File: src/rtl/dbnc_pkg.sv
package dbnc_pkg;

    localparam int unsigned WIN_W   = 12;
    localparam int unsigned ADDR_W  = 4;
    localparam int unsigned FIELD_W = 8;

    localparam logic [ADDR_W-1:0] A_CTRL = 4'h0;
    localparam logic [ADDR_W-1:0] A_MASK = 4'h1;
    localparam logic [ADDR_W-1:0] A_STAT = 4'h2;
    localparam logic [ADDR_W-1:0] A_WIN0 = 4'h8;

    typedef enum logic [1:0] {
        S_IDLE  = 2'd0,
        S_COUNT = 2'd1,
        S_HELD  = 2'd2
    } chan_state_e;

    typedef struct packed {
        logic en;
        logic pol_low;
        logic single;
    } chan_cfg_t;

    function automatic logic [WIN_W-1:0] eff_window(input logic [WIN_W-1:0] w);
        return (w == '0) ? WIN_W'(1) : w;
    endfunction

endpackage

File: src/rtl/dbnc_sync.sv
module dbnc_sync #(
    parameter int unsigned W = 1
) (
    input  logic         clk,
    input  logic         rst,
    input  logic [W-1:0] d,
    output logic [W-1:0] q
);
    logic [W-1:0] meta_q;
    logic [W-1:0] stab_q;

    always_ff @(posedge clk) begin
        if (rst) begin
            meta_q <= '0;
            stab_q <= '0;
        end else begin
            meta_q <= d;
            stab_q <= meta_q;
        end
    end

    assign q = stab_q;
endmodule

File: src/rtl/dbnc_tick.sv
module dbnc_tick #(
    parameter int unsigned REF_INT  = 32,
    parameter int unsigned FRAC_NUM = 768,
    parameter int unsigned FRAC_DEN = 1000
) (
    input  logic clk,
    input  logic rst,
    input  logic run,
    input  logic ref_rise,
    output logic tick
);
    localparam int unsigned PW  = $clog2(REF_INT + 1);
    localparam int unsigned ACW = $clog2(2 * FRAC_DEN + 1);
    localparam logic [ACW-1:0] NUM_C = ACW'(FRAC_NUM);
    localparam logic [ACW-1:0] DEN_C = ACW'(FRAC_DEN);

    logic [PW-1:0]  cnt_q;
    logic [ACW-1:0] acc_q;
    logic           tick_q;
    logic [ACW-1:0] acc_sum;
    logic           long_ms;
    logic [PW-1:0]  last_cnt;

    // a long period (one extra reference cycle) whenever the fraction wraps
    assign acc_sum  = acc_q + NUM_C;
    assign long_ms  = (acc_sum >= DEN_C);
    assign last_cnt = long_ms ? PW'(REF_INT) : PW'(REF_INT - 1);

    always_ff @(posedge clk) begin
        if (rst || !run) begin
            cnt_q  <= '0;
            acc_q  <= '0;
            tick_q <= 1'b0;
        end else begin
            tick_q <= 1'b0;
            if (ref_rise) begin
                if (cnt_q == last_cnt) begin
                    cnt_q  <= '0;
                    tick_q <= 1'b1;
                    acc_q  <= long_ms ? (acc_sum - DEN_C) : acc_sum;
                end else begin
                    cnt_q <= cnt_q + PW'(1);
                end
            end
        end
    end

    assign tick = tick_q;
endmodule

File: src/rtl/dbnc_chan.sv
module dbnc_chan
    import dbnc_pkg::*;
(
    input  logic             clk,
    input  logic             rst,
    input  chan_cfg_t        cfg,
    input  logic [WIN_W-1:0] win,
    input  logic             lvl,
    input  logic             tick,
    input  logic             rearm,
    output logic             fire,
    output logic             counting
);
    chan_state_e      st_q;
    logic [WIN_W-1:0] cnt_q;
    logic             armed_q;
    logic             fire_q;
    logic             act;
    logic             hit;
    logic             may_fire;
    logic [WIN_W-1:0] lim;

    assign act      = lvl ^ cfg.pol_low;
    assign lim      = eff_window(win);
    // window is met on the tick that finds N full ticks already counted
    assign hit      = tick && (cnt_q >= lim);
    assign may_fire = !cfg.single || armed_q;

    always_ff @(posedge clk) begin
        if (rst) begin
            st_q    <= S_IDLE;
            cnt_q   <= '0;
            armed_q <= 1'b1;
            fire_q  <= 1'b0;
        end else begin
            fire_q <= 1'b0;
            if (rearm) begin
                armed_q <= 1'b1;
            end
            if (!cfg.en) begin
                st_q  <= S_IDLE;
                cnt_q <= '0;
            end else begin
                case (st_q)
                    S_IDLE: begin
                        cnt_q <= '0;
                        if (act) begin
                            st_q <= S_COUNT;
                        end
                    end
                    S_COUNT: begin
                        if (!act) begin
                            st_q  <= S_IDLE;
                            cnt_q <= '0;
                        end else if (hit) begin
                            st_q  <= S_HELD;
                            cnt_q <= '0;
                            if (may_fire) begin
                                fire_q <= 1'b1;
                                if (cfg.single) begin
                                    armed_q <= 1'b0;
                                end
                            end
                        end else if (tick) begin
                            cnt_q <= cnt_q + WIN_W'(1);
                        end
                    end
                    S_HELD: begin
                        if (!act) begin
                            st_q  <= S_IDLE;
                            cnt_q <= '0;
                        end else if (!cfg.single) begin
                            if (hit) begin
                                cnt_q  <= '0;
                                fire_q <= 1'b1;
                            end else if (tick) begin
                                cnt_q <= cnt_q + WIN_W'(1);
                            end
                        end
                    end
                    default: begin
                        st_q  <= S_IDLE;
                        cnt_q <= '0;
                    end
                endcase
            end
        end
    end

    assign fire     = fire_q;
    assign counting = cfg.en && ((st_q == S_COUNT) || ((st_q == S_HELD) && !cfg.single));
endmodule

File: src/rtl/dbnc_regs.sv
module dbnc_regs
    import dbnc_pkg::*;
#(
    parameter int unsigned CH = 8,
    parameter int unsigned DW = 32
) (
    input  logic                       clk,
    input  logic                       rst,
    input  logic                       wr_en,
    input  logic [ADDR_W-1:0]          wr_addr,
    input  logic [DW-1:0]              wr_data,
    input  logic [ADDR_W-1:0]          rd_addr,
    input  logic [CH-1:0]              fire,
    output logic [DW-1:0]              rd_data,
    output chan_cfg_t [CH-1:0]         cfg,
    output logic [CH-1:0][WIN_W-1:0]   win,
    output logic [CH-1:0]              mask,
    output logic [CH-1:0]              stat,
    output logic [CH-1:0]              clr
);
    logic [CH-1:0]            en_q, pol_q, sgl_q, mask_q, stat_q;
    logic [CH-1:0][WIN_W-1:0] win_q;

    assign clr = (wr_en && (wr_addr == A_STAT)) ? wr_data[CH-1:0] : '0;

    always_ff @(posedge clk) begin
        if (rst) begin
            en_q   <= '0;
            pol_q  <= '0;
            sgl_q  <= '0;
            mask_q <= '0;
            stat_q <= '0;
        end else begin
            if (wr_en && (wr_addr == A_CTRL)) begin
                en_q  <= wr_data[0 +: CH];
                pol_q <= wr_data[FIELD_W +: CH];
                sgl_q <= wr_data[2*FIELD_W +: CH];
            end
            if (wr_en && (wr_addr == A_MASK)) begin
                mask_q <= wr_data[CH-1:0];
            end
            // a new event wins over a clear in the same cycle
            stat_q <= (stat_q & ~clr) | fire;
        end
    end

    for (genvar c = 0; c < CH; c++) begin : g_win
        always_ff @(posedge clk) begin
            if (rst) begin
                win_q[c] <= '0;
            end else if (wr_en && (wr_addr == A_WIN0 + ADDR_W'(c))) begin
                win_q[c] <= wr_data[WIN_W-1:0];
            end
        end
        assign cfg[c] = '{en: en_q[c], pol_low: pol_q[c], single: sgl_q[c]};
    end

    always_comb begin
        rd_data = '0;
        if (rd_addr == A_CTRL) begin
            rd_data[0 +: CH]         = en_q;
            rd_data[FIELD_W +: CH]   = pol_q;
            rd_data[2*FIELD_W +: CH] = sgl_q;
        end else if (rd_addr == A_MASK) begin
            rd_data[CH-1:0] = mask_q;
        end else if (rd_addr == A_STAT) begin
            rd_data[CH-1:0] = stat_q;
        end else begin
            for (int c = 0; c < CH; c++) begin
                if (rd_addr == A_WIN0 + ADDR_W'(c)) begin
                    rd_data[WIN_W-1:0] = win_q[c];
                end
            end
        end
    end

    assign win  = win_q;
    assign mask = mask_q;
    assign stat = stat_q;
endmodule

File: src/rtl/dbnc_array.sv
module dbnc_array
    import dbnc_pkg::*;
#(
    parameter int unsigned CH       = 8,
    parameter int unsigned DW       = 32,
    parameter int unsigned REF_INT  = 32,
    parameter int unsigned FRAC_NUM = 768,
    parameter int unsigned FRAC_DEN = 1000
) (
    input  logic              clk,
    input  logic              rst,
    input  logic              ref_clk,
    input  logic [CH-1:0]     sense_i,
    input  logic              wr_en,
    input  logic [ADDR_W-1:0] wr_addr,
    input  logic [DW-1:0]     wr_data,
    input  logic [ADDR_W-1:0] rd_addr,
    output logic [DW-1:0]     rd_data,
    output logic              irq,
    output logic              clk_en
);
    logic [CH-1:0]            lvl;
    logic                     ref_s, ref_d;
    logic                     ref_rise;
    logic                     tick;
    logic                     busy;
    chan_cfg_t [CH-1:0]       cfg;
    logic [CH-1:0][WIN_W-1:0] win;
    logic [CH-1:0]            mask_vec, stat_vec, clr_vec, fire_vec, cnt_vec, en_vec;

    dbnc_sync #(.W(CH)) u_in_sync (.clk(clk), .rst(rst), .d(sense_i), .q(lvl));
    dbnc_sync #(.W(1))  u_ref_sync (.clk(clk), .rst(rst), .d(ref_clk), .q(ref_s));

    always_ff @(posedge clk) begin
        if (rst) ref_d <= 1'b0;
        else     ref_d <= ref_s;
    end
    assign ref_rise = ref_s & ~ref_d;

    dbnc_tick #(.REF_INT(REF_INT), .FRAC_NUM(FRAC_NUM), .FRAC_DEN(FRAC_DEN)) u_tick (
        .clk(clk), .rst(rst), .run(busy), .ref_rise(ref_rise), .tick(tick)
    );

    dbnc_regs #(.CH(CH), .DW(DW)) u_regs (
        .clk(clk), .rst(rst), .wr_en(wr_en), .wr_addr(wr_addr), .wr_data(wr_data),
        .rd_addr(rd_addr), .fire(fire_vec), .rd_data(rd_data), .cfg(cfg), .win(win),
        .mask(mask_vec), .stat(stat_vec), .clr(clr_vec)
    );

    for (genvar c = 0; c < CH; c++) begin : g_ch
        dbnc_chan u_chan (
            .clk(clk), .rst(rst), .cfg(cfg[c]), .win(win[c]), .lvl(lvl[c]),
            .tick(tick), .rearm(clr_vec[c]), .fire(fire_vec[c]), .counting(cnt_vec[c])
        );
        assign en_vec[c] = cfg[c].en;
    end

    assign busy   = |cnt_vec;
    assign clk_en = busy;
    assign irq    = |(stat_vec & mask_vec);
endmodule

File: config.mk
export PLATFORM = sky130hd
export DESIGN_NAME = dbnc_array
export DESIGN_NICKNAME = d
export VERILOG_FILES = /design/src/rtl/dbnc_pkg.sv /design/src/rtl/dbnc_sync.sv /design/src/rtl/dbnc_tick.sv /design/src/rtl/dbnc_chan.sv /design/src/rtl/dbnc_regs.sv /design/src/rtl/dbnc_array.sv
export SDC_FILE = /design/constraint.sdc
export NUM_CORES = 1
export LEC_CHECK = 0
export BUFFER_PORTS_ARGS = -buffer_cell sky130_fd_sc_hd__buf_2
export CAP_MARGIN = 30
export CORE_MARGIN = 5
export CORE_UTILIZATION = 55
export DETAILED_ROUTE_END_ITERATION = 10
export PLACE_DENSITY = 0.85
export SLEW_MARGIN = 10
export SYNTH_ARGS = -nofsm -noshare
export SYNTH_HDL_FRONTEND = slang
export SYNTH_SLANG_ARGS = --single-unit
export TNS_END_PERCENT = 100
File: constraint.sdc
create_clock -name clk -period 7.34 [get_ports clk]
set_clock_uncertainty 0.1 [all_clocks]
set_input_delay 0 -clock clk [delete_from_list [all_inputs] [get_ports clk]]
set_output_delay 0 -clock clk [all_outputs]
set_load 0.03 [all_outputs]
==> metrics.md, run 1 <==
| Metric | Value |
|---|---|
| CTS Root Cell | clkbuf_16 |
| CTS buffer count | 34 |
| Worst Path Arrival | 3.62 ns |
| Overflow after GRT | 0 |
| Port bufs | 69 |
| Largest family of logic cells by synthesized area | simple AND/OR/NAND/NOR gates |
| Clk pin slew, worst setup/hold paths | 0.07 ns |
| Top cells by area, synth | dfxtp_1 (35%), ha_1 (9.8%), nand2_1 (6.8%) |
| Die Area | 0.0346 mm^2 |
| Tcrit/Tclk final | 44.2% |
| Most common cell in the netlist | nand2_1 |
| Register area share after synthesis | 35.0% |
| Netlist area before placement | 0.0170 mm^2 |
| Status | complete, no violations |
| TritonCTS clock tree | yes |
| Routed length per instance | 18.4 um |
| Setup CP Type | register to register |
| Initial Utilization | 55.6% |
| Vias per inst | 6.12 |
| Drt drc | 0 |
| Crit path launch type | register |
| Routed vias | 16100 |
| Post-Route Setup TNS | 0 ns |
| PD cells | 194 mW/mm^2 |
| Fin. max-slew vios | 0 |
| Commonest register cell after synthesis | dfxtp_1 |
| Largest net degree at the start of global routing | 79 |
| Cell accounting for the most synthesized area | dfxtp_1 |
| Hold WC Path Type | primary input to register |
| Clk sink count | 298 |
| Crit. End Element | register |
| Share of cells above drive strength 1 | 9.33% |
| Final #Nets | 2398 |
| Max Fclk | 308 MHz |
| Leakage | 7.30 nW |
| Post-Synthesis Cells | 2125 |
| RSZ-0062 raised after global routing | false |
| CP dominant cell by count | a31o_2 |
| Worst-Margin Slew | 0.909 ns |
| First-pass GRT wire length | 77900 um |
| Drt first pass iters | 7 |
| CP Cell Sequence | nor4_1 -> a31o_2 -> ha_1 -> nand2b_1 -> a2111o_1 -> a311oi_1 -> o21ai_0 -> nor2_1 -> a31o_2 |
| CP required | 7.71 ns |
| Crit path largest cell delay | 0.57 ns |
| Total chip power | 3.76 mW |
| Synth Area in XOR/XNOR | 3.14% |
| Initial DRC count | 1855 |
| Number of synthesized flops with an enable pin | 0 |
| Post-Route WL | 48600 um |
| Bufs on Longest Clock Path | 3 |
| Commonest cells post-synth | nand2_1 (310), dfxtp_1 (298), nor2_1 (189) |
| Post-synth cell types | 80 |
| Fin crit period | 3.24 ns |
| Max_slew headroom | 39.1% |
| Multiplexer share of the synthesized area | 6.73% |
| Post-synth top area share | 35.0% |
| # IOs | 86 |
| Maxcap violations | 0 |
| Setup violations, final | 0 |
| Total core area | 0.0306 mm^2 |
| Area delta synth->final | 13.9% |
| Synth Area in Simple Gates | 22.8% |
| Post-synthesis average cell area | 8.01 um^2 |
| Vias in the first global route | 15500 |
| Htree depth | 2 |
| Synth Area in Compound Gates | 16.5% |
| Synthesized flop and latch total | 298 |
| GRT Total Usage | 27.5% |
| Crit path max fanout | 9 |
| Rows | 64 |
| Yosys warns | 0 |
| CP top delay family | compound AO/OA/AOI/OAI gates |
| Final ANT Viol Nets | 0 |
| Post-detail-place hpwl | 34200 um |
| Asr flop ratio synth | 0% |
| Worst Path Buf+Inv | 0 |
| Post-Synth Adder-Cell Area | 9.78% |
| Gpl congestion | 0.979 |
| Final hold vios | 0 |
| Die Wd | 186 um |
| Clock latency on the worst-skew pair | 0.53 ns |
| Peak VDD IR | 0.244 mV |
| Critical path's slowest cell | nor2_1 |
| Initial antenna violation count | 1 |
| Die H | 186 um |
[final cells by class]
class / count / area [um^2]
multi-input cells: 1578 / 10100
inverters: 160 / 601
well taps: 396 / 495
clock inverters: 18 / 269
flip-flops and latches: 298 / 5970
clock buffers: 44 / 948
fillers: 2442 / 11200
repair buffers: 141 / 1020
diodes: 1 / 2.50
[cells by family (layout without fill, tap and decap cells)]
logic type | after synthesis | count (layout)
and+or+nand+nor | 836 | 836
AOI/OAI and AO/OA | 445 | 445
DFF | 298 | 298
buffers and inverters | 256 | 363
adders and majority gates | 133 | 133
muxes | 95 | 95
xor gates and xnor gates | 61 | 61
other | 1 | 9
[cells in the final DEF (no fill, tap or decap), drive strengths merged, types with 10 or more instances in the layout]
cell type,n
nor2b,42
or2,17
and2,23
o21ai,105
a22o,12
inv,161
nand2,310
dlygate4sd3,50
nor4,23
nor3,44
or3,11
a21oi,166
o211ai,10
mux4,15
mux2i,75
clkbuf,47
nor2,190
nand3,80
nand4,26
xnor2,36
dfxtp,298
a31o,10
a31oi,16
buf,88
xor2,25
clkinv,10
a22oi,11
and3,32
ha,133
a21o,20
o22ai,11
nand2b,20
[worst min-delay path: stages]
cell and delay [ns]:
buf_2 0.11, nand3b_1 0.24, nor3_1 0.17, nand2_1 0.09
a21oi_1 0.05
[routing by layer]
| metal | wire, um | GRT usage [%] | vias up | share of wire, % |
|---|---|---|---|---|
| li1 | - | - | 7543 | - |
| met1 | 18900 | 34.1 | 7587 | 39 |
| met2 | 22300 | 45.7 | 792 | 46 |
| met3 | 4260 | 4.71 | 216 | 8.8 |
| met4 | 3040 | 14.5 | 0 | 6.3 |
| met5 | 0 | 0 | - | 0 |
[sequential cells by signal, indices dropped and copies added, names as in the netlist]
name                 flops
g_ch.u_chan.armed_q      8
g_ch.u_chan.cnt_q       96
g_ch.u_chan.fire         8
g_ch.u_chan.st_q        16
ref_d                    1
u_in_sync.meta_q         8
u_in_sync.q              8
u_ref_sync.meta_q        1
u_ref_sync.q             1
u_regs.en_q              8
u_regs.mask              8
u_regs.pol_q             8
u_regs.sgl_q             8
u_regs.stat              8
u_regs.win              96
u_tick.acc_q             8
u_tick.cnt_q             6
u_tick.tick              1
[power breakdown]
group / total, mW / switching [mW] / internal (mW)
Clock: 1.85 / 0.712 / 1.13
Sequential: 1.64 / 0.0133 / 1.63
Combinational: 0.269 / 0.169 / 0.100
Total: 3.76 / 0.894 / 2.86
[worst paths after layout]
check | startpoint | slack (ns) | end | cells past startpoint
worst max-delay path | u_regs.win[27]$_SDFFE_PP0P_ | 4.10 | g_ch[2].u_chan.cnt_q[2]$_SDFFE_PP0P_ | 9
worst min-delay path | wr_addr[3] | 0.09 | u_regs.win[3]$_SDFFE_PP0P_ | 5
worst max register to register | u_regs.win[27]$_SDFFE_PP0P_ | 4.10 | g_ch[2].u_chan.cnt_q[2]$_SDFFE_PP0P_ | 9
worst min register to register | u_in_sync.meta_q[2]$_SDFF_PP0_ | 0.34 | u_in_sync.q[2]$_SDFF_PP0_ | 1
[what timing repair did]
item / 4_1_cts / 5_1_grt
resized for setup: 0 / 0
hold buffers: 50 / 0
hold endpoints to repair: 160 / 0
buffers inserted: 0 / 0
[metrics by stage]
stage | hold WS (ns) | area (um^2) | util, % | worst slack [ns] | std cells
2_1_floorplan | 0.0282 | 17000 | - | 4.68 | 2132
3_3_place_gp | 0.114 | 17600 | 57.5 | 3.98 | 2515
3_5_place_dp | 0.112 | 17600 | 57.7 | 4.13 | 2520
4_1_cts | 0.0444 | 19400 | 63.3 | 4.10 | 2632
5_1_grt | 0.119 | 19400 | 63.4 | 3.89 | 2636
6_report | 0.0897 | 19400 | 63.4 | 4.10 | 2636
(Power assumes the default switching activity.)
==> run 2: changes to the inputs <==
Clock period 7.34 ns to 3 ns, I/O delays scaled along.
==> run 2 against run 1 <==
Effect of this change: maximum frequency increased by 11%; die area unchanged; count of clock-buffer cells in the layout increased by 4; global-route usage increased by 0.29 points; first-iteration DRC count decreased by 15%; worst setup slack got worse by 4.0 ns; sequential power increased by 150%; utilization decreased by 0.41 points; worst hold slack improved by 0.042 ns; wire length increased by 0.99%; register-to-register slack got worse by 4.0 ns; via count decreased by 0.59%.
==> metrics.md, run 2 (same netlist as run 1, synthesis figures left out) <==
| Metric | Value |
|---|---|
| TritonCTS clock tree | yes |
| Highest-count cells in the layout ignoring fill and taps | nand2_1 (310), dfxtp_1 (298), nor2_1 (189) |
| Initial Utilization | 55.6% |
| Total core area | 0.0306 mm^2 |
| First-pass GRT wire length | 78300 um |
| Share of cells above drive strength 1 | 9.83% |
| Drt drc | 0 |
| Area occupied by multi-input gates | 0.0101 mm^2 |
| Combinational Power Share | 7.8% |
| Internal power | 6.54 mW |
| Leakage | 7.25 nW |
| Seq pwr share | 46.5% |
| Rows | 64 |
| Die H | 186 um |
| Crit path max fanout | 7 |
| Post-detail-place hpwl | 35000 um |
| Worst Path Arrival | 3.26 ns |
| Bufs on Longest Clock Path | 3 |
| Vias in the first global route | 15500 |
| Commonest non-fill, non-tap cell in the layout | nand2_1 |
| NetSw | 2.12 mW |
| Area delta synth->final | 13.1% |
| CTS buffer count | 34 |
| Post-Layout Cell Count | 2636 |
| Clk pin slew, worst setup/hold paths | 0.06 ns |
| Max Fclk | 342 MHz |
| Critical path's slowest cell | a2111o_1 |
| Die Wd | 186 um |
| Crit path launch type | register |
| Final ANT Viol Nets | 0 |
| Peak VDD IR | 0.518 mV |
| Fill cell count | 2460 |
| Fin crit period | 2.92 ns |
| Final hold vios | 0 |
| Crit. End Element | register |
| Register area | 0.00597 mm^2 |
| Final #Nets | 2400 |
| Htree depth | 2 |
| Hold Path Stages | 3 |
| Routed vias | 16000 |
| Routed length per instance | 18.6 um |
| Drt first pass iters | 6 |
| PD cells | 450 mW/mm^2 |
| Fin. max-slew vios | 0 |
| Worst-Margin Slew | 0.949 ns |
| Vias per inst | 6.09 |
| Initial DRC count | 1568 |
| Crit path largest cell delay | 0.42 ns |
| # IOs | 86 |
| Overflow after GRT | 0 |
| Largest net degree at the start of global routing | 89 |
| Tcrit/Tclk final | 97.4% |
| Post-Route Setup TNS | 0 ns |
| Setup violations, final | 0 |
| Placed Cells | 2532 |
| GRT Total Usage | 27.8% |
| CP Cell Sequence | nor4_1 -> a31o_2 -> ha_1 -> nand2b_1 -> a2111o_1 -> a311oi_2 -> o21ai_1 -> or3_1 -> a21oi_1 |
| CTS Root Cell | clkbuf_16 |
| Maxcap violations | 0 |
| Status | complete, no violations |
| Worst R2R Path Depth | 9 |
| CP required | 3.34 ns |
| Clk sink count | 298 |
| Setup CP Type | register to register |
| Post-Route WL | 49100 um |
| Max_slew headroom | 36.5% |
| Initial antenna violation count | 3 |
| Hold WC Path Type | primary input to register |
| Net Sw Frac | 24.5% |
| Clock power share | 45.7% |
| Die Area | 0.0346 mm^2 |
| Port bufs | 69 |
| Gpl congestion | 0.960 |
| Clock latency on the worst-skew pair | 0.52 ns |
## run 2: repair_timing
action,CTS,global route
resized for setup,0,7
buffers inserted,0,1
endpoints found under the hold margin,159,0
hold buffers,41,0
endpoints found under the setup margin,0,24
## run 2: cell type report
class	instances	area share [%]
diodes	1	0.0130
clock inverters	12	0.331
clock buffers	48	5.11
inverters	160	3.12
flip-flops and latches	298	31.0
repair buffers	143	5.36
multi-input cells	1578	52.5
well taps	396	2.57
## run 2: per-layer routing
layer  GRT usage [%]  vias to the layer above  share of wire [%]
li1                -                     7536                  -
met1            34.8                     7569                 39
met2            46.1                      730                 47
met3            5.14                      204                9.4
met4            13.5                        4                5.5
met5               0                        -              0.045
## run 2: per-stage QoR
| stage | hold slack, ns | cell area (um^2) | power, mW | util [%] | setup slack [ns] |
|---|---|---|---|---|---|
| 6_report | 0.132 | 19300 | 8.66 | 63.0 | 0.0775 |
| 5_1_grt | 0.137 | 19300 | 8.91 | 63.0 | -0.0332 |
| 4_1_cts | 0.115 | 19200 | 8.65 | 62.8 | 0.0413 |
| 3_5_place_dp | 0.116 | 17800 | 4.71 | 58.0 | 0.0636 |
| 3_3_place_gp | 0.115 | 17800 | 4.69 | 58.0 | 0.152 |
| 2_1_floorplan | 0.0282 | 17000 | 4.53 | - | 0.343 |
## run 2: power by group through the flow
stage               combinational, mW  sequential (mW)  clock, mW
floorplan                       0.430             4.10          0
global placement                0.585             4.11          0
detailed placement              0.601             4.11          0
CTS                             0.646             4.02       3.98
global route                    0.720             4.02       4.17
finish                          0.677             4.02       3.96
## run 2: worst max-delay path, delay by kind of cell, from the launching register on
kind	cells	cell delay, ns
and+or+nand+nor	3	0.88
DFF	1	0.34
adders and majority gates	1	0.22
AOI/OAI and AO/OA	5	1.30
## run 2: path summary, 6_finish.rpt
| path | from | end | slack [ns] |
|---|---|---|---|
| setup / recovery | u_regs.win[27]$_SDFFE_PP0P_ | g_ch[2].u_chan.cnt_q[1]$_SDFFE_PP0P_ | 0.08 |
| hold / removal | sense_i[3] | u_in_sync.meta_q[3]$_SDFF_PP0_ | 0.13 |
| setup reg to reg | u_regs.win[27]$_SDFFE_PP0P_ | g_ch[2].u_chan.cnt_q[1]$_SDFFE_PP0P_ | 0.08 |
| hold reg to reg | u_in_sync.meta_q[0]$_SDFF_PP0_ | u_in_sync.q[0]$_SDFF_PP0_ | 0.33 |
